**config.mk**
```make
export PLATFORM = sky130hd
export DESIGN_NAME = prg_bank_mapper
export DESIGN_NICKNAME = d
export VERILOG_FILES = /design/src/rtl/prg_bank_mapper.sv
export SDC_FILE = /design/constraint.sdc
export NUM_CORES = 1
export LEC_CHECK = 0
export BUFFER_PORTS_ARGS = -buffer_cell sky130_fd_sc_hd__buf_4
export CORE_MARGIN = 2
export CORE_UTILIZATION = 60
export CTS_BUF_LIST = sky130_fd_sc_hd__clkbuf_4
export DETAILED_ROUTE_END_ITERATION = 12
export PLACE_DENSITY_LB_ADDON = 0.08
export SLEW_MARGIN = 20
export SYNTH_ARGS = -nofsm -noshare
export SYNTH_HDL_FRONTEND = slang
export SYNTH_SLANG_ARGS = --single-unit
```
**constraint.sdc**
```tcl
create_clock -name clk -period 1.75 [get_ports clk]
set_input_delay 0.2625 -clock clk [delete_from_list [all_inputs] [get_ports clk]]
set_output_delay 0.2625 -clock clk [all_outputs]
set_load 0.01 [all_outputs]
```
**src/rtl/prg_bank_mapper.sv**
```systemverilog
`timescale 1ns/1ps
module prg_bank_mapper #(
  parameter int ROM_BANKS = 64
) (
  input  logic                         clk,
  input  logic                         rst_n,
  input  logic [4:0]                   cpu_page,
  input  logic [7:0]                   cpu_data,
  input  logic                         cpu_rw,
  input  logic                         bus_strobe,
  output logic [$clog2(ROM_BANKS)-1:0] rom_bank,
  output logic                         rom_sel,
  output logic                         ram_ce,
  output logic                         ram_we
);
  localparam int BANK_W = $clog2(ROM_BANKS);
  localparam logic [BANK_W-1:0] LAST_BANK = BANK_W'(ROM_BANKS - 1);
  localparam logic [4:0] PG_BANK8 = 5'h1C;
  localparam logic [4:0] PG_BANKA = 5'h1D;
  localparam logic [4:0] PG_BANKC = 5'h1E;
  localparam logic [4:0] PG_PROT  = 5'h1F;
  localparam logic [3:0] UNLOCK   = 4'b0100;

  logic [BANK_W-1:0] bank8_q, banka_q, bankc_q;
  logic [7:0]        prot_q;
  logic              wr_cyc;

  assign wr_cyc = bus_strobe && !cpu_rw;

  always_ff @(posedge clk) begin
    if (!rst_n) begin
      bank8_q <= '0;
      banka_q <= '0;
      bankc_q <= '0;
      prot_q  <= '0;
    end else if (wr_cyc) begin
      case (cpu_page)
        PG_BANK8: bank8_q <= cpu_data[BANK_W-1:0];
        PG_BANKA: banka_q <= cpu_data[BANK_W-1:0];
        PG_BANKC: bankc_q <= cpu_data[BANK_W-1:0];
        PG_PROT:  prot_q  <= cpu_data;
        default: ;
      endcase
    end
  end

  always_comb begin
    case (cpu_page[3:2])
      2'd0:    rom_bank = bank8_q;
      2'd1:    rom_bank = banka_q;
      2'd2:    rom_bank = bankc_q;
      default: rom_bank = LAST_BANK;
    endcase
  end

  assign rom_sel = bus_strobe && cpu_rw && cpu_page[4];
  assign ram_ce  = bus_strobe && (cpu_page[4:2] == 3'b011);
  assign ram_we  = ram_ce && !cpu_rw && (prot_q[7:4] == UNLOCK)
                   && !prot_q[cpu_page[1:0]];
endmodule


```
After elaboration in Yosys (flattened, before gate mapping)
Index checks and enable logic that the tools add are counted.
{"block": "word_totals", "reg_bits": 26, "in_bits": 17, "word_cells": 30}
{"block": "classes", "order_cmp": 1, "n_eq_ne": 8, "muxes": 3, "n_reduce_logical": 14}
{"operator": "equality test 5 bit, second input constant", "count": 4}
{"operator": "one-hot mux 6 bit (3 select lines)", "count": 1}
{"operator": "AND reduction 2 bit", "count": 4}
{"operator": "logical AND 1 bit", "count": 7}
{"operator": "equality test 4 x 3 -> 1 bit, second input constant", "count": 1}
{"operator": "< comparator 2 x 4 -> 1 bit, second input constant", "count": 1}
{"operator": "equality test 3 x 2 -> 1 bit, second input constant", "count": 1}
{"operator": "binary-select mux 1 bit (select 2 bit)", "count": 1}
{"operator": "equality test 2 x 1 -> 1 bit, second input constant", "count": 1}
{"operator": "equality test 2 bit, second input constant", "count": 1}
{"operator": "zero test 1 bit", "count": 2}
{"operator": "zero test 2 bit", "count": 1}
{"operator": "2-to-1 mux 1 bit", "count": 1}

Longest topological paths before layout
Gate-level depths: netlist of run 1.
{"block": "logic_depth", "ltp_word": 5, "depth_mapped": 5}

Worst setup path after synthesis of run 1
Ideal clock, no wire load.
{"block": "synth_path", "path_type": "input -> register", "startpoint": "input port cpu_page[3]", "endpoint": "register bankc_q[1]", "setup_time_ns": 0.120, "arrival_ns": 1.105, "slack_ns": 0.525, "path_stages": 5, "n_path_buf": 2, "cell_sequence": "buf_6 -> nand3_4 -> or4_4 -> buf_6 -> mux2i_1"}
{"block": "synth_via", "elab_chain_len": 2}
{"element": "from (decl)", "line": "7", "text": "input logic [4:0] cpu_page,"}
{"element": "equality test 5 bit", "line": "37", "text": "case (cpu_page)"}
{"element": "AND reduction 2 bit (no line)"}
{"element": "to (signal assigned)", "line": "40", "text": "PG_BANKC: bankc_q <= cpu_data[BANK_W-1:0];"}
{"element": "to (decl)", "line": "24", "text": "logic [BANK_W-1:0] bank8_q, banka_q, bankc_q;"}
Every way passes these cells.
A chain may end at the register's enable or synchronous reset.

Final worst setup path of run 1
{"block": "layout_path", "startpoint": "register prot_q[3]", "endpoint": "output port ram_we"}
{"block": "layout_via", "elab_chain_len": 4}
{"element": "from (decl)", "line": "25", "text": "logic [7:0] prot_q;"}
{"element": "from (signal assigned)", "line": "41", "text": "PG_PROT: prot_q <= cpu_data;"}
{"element": "binary-select mux 1 bit (select 2 bit)", "line": "59", "text": "&& !prot_q[cpu_page[1:0]];"}
{"element": "2-to-1 mux 1 bit (not written as such)", "line": "59"}
{"element": "zero test 1 bit", "line": "59"}
{"element": "logical AND 1 bit", "line": "59"}
{"element": "to (decl)", "line": "14", "text": "output logic ram_we"}
Every way passes these cells. The select of a mux whose other input is x is not followed.

==> implementation parameters, run 1 <==
Parameter                              Value

Cells and area
  Commonest non-fill, non-tap cells in the layout ... sky130_fd_sc_hd__nand2_1 (34), sky130_fd_sc_hd__buf_4 (27), sky130_fd_sc_hd__mux2i_1 (26), sky130_fd_sc_hd__dfxtp_1 (26)
  Area growth from synthesis to layout ... 15.8%
  # fillers ... 165
  Most frequent standard cell in the layout excluding fill and tap cells ... sky130_fd_sc_hd__nand2_1
  Area taken by multi-input logic gates ... 657 um^2
  Final instance area ... 1440 um^2
  Proportion of layout cells with a drive suffix above 1 ... 30.3%
  Final Util ... about three quarters
  Final antenna diode count ... 0
  Combined flip-flop and latch cell area ... 520 um^2
  Number of non-filler instances in the completed layout ... about 170
  Nets@finish ... 163

Synth
  Cells after Synth ... 121
  Number of synthesized register bits ... 26
  Count of unique library cells instantiated by Yosys ... 21
  Synthesis Warnings ... 0
  Syn Area/Cell ... ~10 um^2
  Post-synth net total ... 138
  Total standard cell area after synthesis ... 1240 um^2
  Share of the yosys chip area belonging to registers ... 41.9%

Timing
  Remaining max-slew budget at the tightest pin ... a little under three quarters
  Highest clock rate ... 0.631 GHz
  Crit path time final ... 1590 ps
  Unrepaired setup endpoints after global routing ... no
  Setup Total Neg Slack ... 0 ps
  Clock Skew ... 0 ps
  Worst-Margin Slew ... between 400 and 500 ps
  Worst-case setup margin in the final layout ... between 150 and 200 ps
  Fin Hold WS ... around 180 ps
  Setup-failing EPs final ... 0
  Count of final hold-check violations ... 0
  Max Slew Vio Count ... 0
  Share of the clock period used by the worst path ... between 90 and 100%

Clocking
  Setup bufs post-CTS ... 0
  TritonCTS clock tree ... yes
  Clock tree root driver cell ... sky130_fd_sc_hd__clkbuf_4
  Clock sink count ... 26
  Number of clock buffers inserted by TritonCTS ... 3
  Post-cts hold buffer count ... 0
  Count of H-tree levels built during CTS ... 1
  Worst-Skew Late Latency ... 310 ps
  CTS Buffer Depth ... 2
  Post_cts resized ... 0
  Worst-path clk slew ... 140 ps

Routing
  Routed vias/inst ... 5.47
  DRC viols ... 0
  Routed Wire Length ... 2400 um
  Via count of the routed design ... 940
  Count of antenna-violating nets left after detailed routing ... 0
  First-pass iteration count of the detailed router ... 4
  Initial DRC Count ... 11
  Average wire per cell in the routed design ... 14.0 um

Setup path
  Critical path class ... reg -> out
  Worst Reg-to-Reg Cells ... 2
  Type of origin of the critical path ... flip-flop
  Req. time, crit path ... 1490 ps
  Largest driver fanout on the critical path ... 2
  Data arrival time of the critical path ... 1320 ps
  Sort of element at the end of the critical path ... primary output

Power
  IR Drop Worst-Case VDD ... 0.000627 V
  Leak pwr ... 0.591 nW
  Pwr per Cell Area ... 675 nW/um^2
  Total chip power ... 0.972 mW

Run
  Maximum Capacitance Violations ... 0

Outcome
  Run status ... completed

Hold path
  Cell count of the worst hold path ... 3
  Min-delay worst type ... in -> reg

Placed design
  DP Wirelength ... 1770 um
  Placed cell count ... approximately 170
  Cell Area, Placed ... 1410 um^2
  Number of I/O port buffers ... 25
  Routability Congestion ... 0.760
  Post-placement setup slack ... 367 ps

Global routing
  Number of antenna violations at the first check in global routing ... 0
  Global Route Usage Sum ... 21.0%
  Via count of the first global-routing pass ... 928
  Wire length of the first global-routing pass ... 4040 um
  Pin count of the biggest net entering global routing ... 35
  Overflow left after global routing ... 0

Die
  Area enclosed by the die boundary ... 2450 um^2
  Horizontal extent of the die ... 49.5 um
  Die height ... 49.5 um
  Core Area ... 1960 um^2
  Number of primary I/O pins ... 26
  Number of placement rows ... 16
  Effective utilization at floorplan ... between 60% and 70%
==> power by group <==
group | internal [mW] | leakage [nW] | switching, mW
Clock | 0.0835 | 0.0154 | 0.176
Combinational | 0.0558 | 0.366 | 0.0610
Sequential | 0.594 | 0.209 | 0.00118
Total | 0.734 | 0.591 | 0.238
==> state kept, by name, summed over array words and instances (netlist names) <==
name,count
prot_q,8
bank8_q,6
banka_q,6
bankc_q,6
==> worst max-delay path, stage by stage, from the launching register on <==
cell                      delay [ps]
sky130_fd_sc_hd__dfxtp_1         340
sky130_fd_sc_hd__mux4_2          450
sky130_fd_sc_hd__nor2_1           90
sky130_fd_sc_hd__buf_4           120
==> cell type report <==
type,count,share of cell area (%)
clock buffer,3,1.56
clock inverter,1,0.261
multi-input combinational,88,45.6
sequential,26,36.1
tap,27,2.35
timing repair buffer,27,14.1
==> logic make-up (layout without fill, tap and decap cells) <==
| kind of cell | count (synthesis) | count (layout) | synth area share (%) |
|---|---|---|---|
| buf+inv | 7 | 31 | 5.33 |
| simple gates | 49 | 49 | 20.4 |
| mux | 33 | 33 | 28.2 |
| compound gates | 6 | 6 | 4.23 |
| flops | 26 | 26 | 41.9 |
==> synthesized netlist by cell type <==
cell type / count / area share (%)
sky130_fd_sc_hd__mux4_2: 1 / 1.8
sky130_fd_sc_hd__nand2_2: 1 / 0.50
sky130_fd_sc_hd__and3_1: 1 / 0.50
sky130_fd_sc_hd__or4_4: 1 / 0.91
sky130_fd_sc_hd__nand3b_1: 1 / 0.60
sky130_fd_sc_hd__mux2i_1: 26 / 21
sky130_fd_sc_hd__and4b_2: 1 / 0.91
sky130_fd_sc_hd__nor2_2: 2 / 1.0
sky130_fd_sc_hd__nor4_4: 1 / 1.7
sky130_fd_sc_hd__nand2b_1: 1 / 0.50
sky130_fd_sc_hd__clkbuf_8: 1 / 1.1
sky130_fd_sc_hd__nand2_1: 34 / 10
sky130_fd_sc_hd__o22a_1: 6 / 4.2
sky130_fd_sc_hd__buf_6: 4 / 3.6
sky130_fd_sc_hd__clkbuf_1: 2 / 0.60
sky130_fd_sc_hd__nand4_1: 1 / 0.50
sky130_fd_sc_hd__nand4b_1: 1 / 0.70
sky130_fd_sc_hd__nand3_4: 1 / 1.4
sky130_fd_sc_hd__nor2_1: 3 / 0.91
sky130_fd_sc_hd__dfxtp_1: 26 / 42
sky130_fd_sc_hd__mux2_2: 6 / 5.4
==> worst paths after layout <==
path	start	endpoint	slack, ps
worst max-delay path	prot_q[3]	ram_we	160
worst min-delay path	cpu_data[7]	prot_q[7]	180
worst max register to register	banka_q[2]	banka_q[2]	1130
worst min register to register	prot_q[2]	prot_q[2]	470
==> per-layer routing <==
metal,track usage (%),vias to the layer above,share of wire [%]
li1,-,472,-
met1,28.2,444,46
met2,36.2,20,50
met3,1.82,4,3.7
met4,5.56,0,0.62
met5,0,-,0
(Power assumes the default switching activity.)
==> run 2, diff against run 1 <==
- BUFFER_PORTS_ARGS: -buffer_cell sky130_fd_sc_hd__buf_4 -> -buffer_cell sky130_fd_sc_hd__clkbuf_2
==> implementation parameters, run 2 (synthesized netlist as in run 1, its figures left out) <==
Parameter                              Value

Timing
  Share of the clock period used by the worst path ... roughly nine tenths
  Crit path time final ... 1600 ps
  Highest clock rate ... 0.625 GHz
  Setup Total Neg Slack ... 0 ps
  Setup-failing EPs final ... 0
  Unrepaired setup endpoints after global routing ... no
  Clock Skew ... 0 ps
  Worst-Margin Slew ... 463 ps
  Remaining max-slew budget at the tightest pin ... 69.2%
  Count of final hold-check violations ... 0
  Max Slew Vio Count ... 0

Cells and area
  # fillers ... 171
  Most flops, register ... prot_q
  Most frequent standard cell in the layout excluding fill and tap cells ... sky130_fd_sc_hd__nand2_1
  Nets@finish ... 166
  Proportion of layout cells with a drive suffix above 1 ... 31.8%
  Final antenna diode count ... 0
  Area growth from synthesis to layout ... 12.6%
  Commonest non-fill, non-tap cells in the layout ... sky130_fd_sc_hd__nand2_1 (34), sky130_fd_sc_hd__mux2i_1 (26), sky130_fd_sc_hd__dfxtp_1 (26), sky130_fd_sc_hd__clkbuf_2 (25)
  Number of flip-flops in the largest register ... 8

Setup path
  Largest driver fanout on the critical path ... 2
  Reg-to-reg setup timing slack ... 1120 ps
  Worst reg2reg path startpoint ... banka_q[4]
  Req. time, crit path ... 1490 ps
  Worst Reg-to-Reg Cells ... 2
  Critical path class ... reg -> out
  Data arrival time of the critical path ... 1340 ps
  Worst reg2reg endpoint ... banka_q[4]
  Type of origin of the critical path ... flip-flop
  Sort of element at the end of the critical path ... primary output

Outcome
  Run status ... completed

Power
  IR Drop Worst-Case VDD ... approximately 0.00063 V
  Total chip power ... 0.956 mW
  Pwr per Cell Area ... 683 nW/um^2
  Leak pwr ... around 0.6 nW

Routing
  DRC viols ... 0
  Routed vias/inst ... around 5.4
  Initial DRC Count ... 28
  Average wire per cell in the routed design ... roughly 14 um
  Count of antenna-violating nets left after detailed routing ... 0
  First-pass iteration count of the detailed router ... 5
  Via count of the routed design ... 950
  Routed Wire Length ... 2490 um

Clocking
  CTS Buffer Depth ... 2
  Post_cts resized ... 0
  Number of clock buffers inserted by TritonCTS ... 3
  Worst-Skew Late Latency ... 310 ps
  Post-cts hold buffer count ... 0
  Clock tree root driver cell ... sky130_fd_sc_hd__clkbuf_4
  Setup bufs post-CTS ... 0
  TritonCTS clock tree ... yes
  Worst-path clk slew ... 140 ps
  Clock sink count ... 26
  Count of H-tree levels built during CTS ... 1

Global routing
  Number of antenna violations at the first check in global routing ... 0
  Global Route Usage Sum ... 23.2%
  Wire length of the first global-routing pass ... 4370 um
  Via count of the first global-routing pass ... 958
  Overflow left after global routing ... 0
  Pin count of the biggest net entering global routing ... 24

Die
  Area enclosed by the die boundary ... about 2500 um^2
  Number of primary I/O pins ... 26
  Horizontal extent of the die ... 49.5 um
  Die height ... 49.5 um
  Effective utilization at floorplan ... 63.4%
  Core Area ... 1960 um^2
  Number of placement rows ... 16

Hold path
  Min-delay worst type ... in -> reg
  Hold endpoint ... prot_q[6]
  Hold path startpoint ... cpu_data[6]
  Cell count of the worst hold path ... 3

Placed design
  Routability Congestion ... 0.761
  Number of I/O port buffers ... 25
  DP Wirelength ... around 1800 um

Run
  Maximum Capacitance Violations ... 0
==> run 2: how the worst max path moves through the flow <==
| stage | cells after the start | endpoint | from |
|---|---|---|---|
| after floorplan | 5 | bankc_q[1] | cpu_page[3] |
| after global placement | 4 | rom_bank[0] | cpu_page[3] |
| after detailed placement | 4 | rom_bank[0] | cpu_page[3] |
| after CTS | 3 | ram_we | prot_q[3] |
| after global routing | 3 | ram_we | prot_q[3] |
| final | 3 | ram_we | prot_q[3] |
==> run 2: layout make-up <==
cell class | instances | area, um^2 | area share (%)
multi-input combinational | 88 | 657 | 46.9
sequential | 26 | 520 | 37.2
timing repair buffer | 30 | 163 | 11.6
tap | 27 | 33.8 | 2.41
clock buffer | 3 | 22.5 | 1.61
clock inverter | 1 | 3.75 | 0.268
==> run 2: stage by stage <==
stage	hold WS, ps	cells	cell area (um^2)	util, %	setup slack, ps
2_1_floorplan	405	121	1240	-	525
3_3_place_gp	439	171	1370	70.0	322
3_5_place_dp	447	171	1370	70.0	298
4_1_cts	168	175	1400	71.4	135
5_1_grt	163	175	1400	71.4	75.2
6_report	168	175	1400	71.4	149
==> run 2: metal layers <==
layer / vias to the layer above / track usage, % / wire length [um]
met5: - / 0 / 0
met4: 0 / 5.56 / 13
met3: 2 / 3.64 / 106
met2: 21 / 39.8 / 1170
met1: 449 / 30.7 / 1200
li1: 478 / - / -
==> run 2: power breakdown <==
group | leakage, nW | switching [mW] | internal, mW
Clock | 0.0154 | 0.172 | 0.0833
Combinational | 0.364 | 0.0623 | 0.0426
Sequential | 0.209 | 0.00121 | 0.594
==> run 2: worst max-delay path, cell delays in order (launching register included) <==
cell and delay [ps]:
sky130_fd_sc_hd__dfxtp_1 340, sky130_fd_sc_hd__mux4_2 450, sky130_fd_sc_hd__nor2_1 100, sky130_fd_sc_hd__clkbuf_2 140
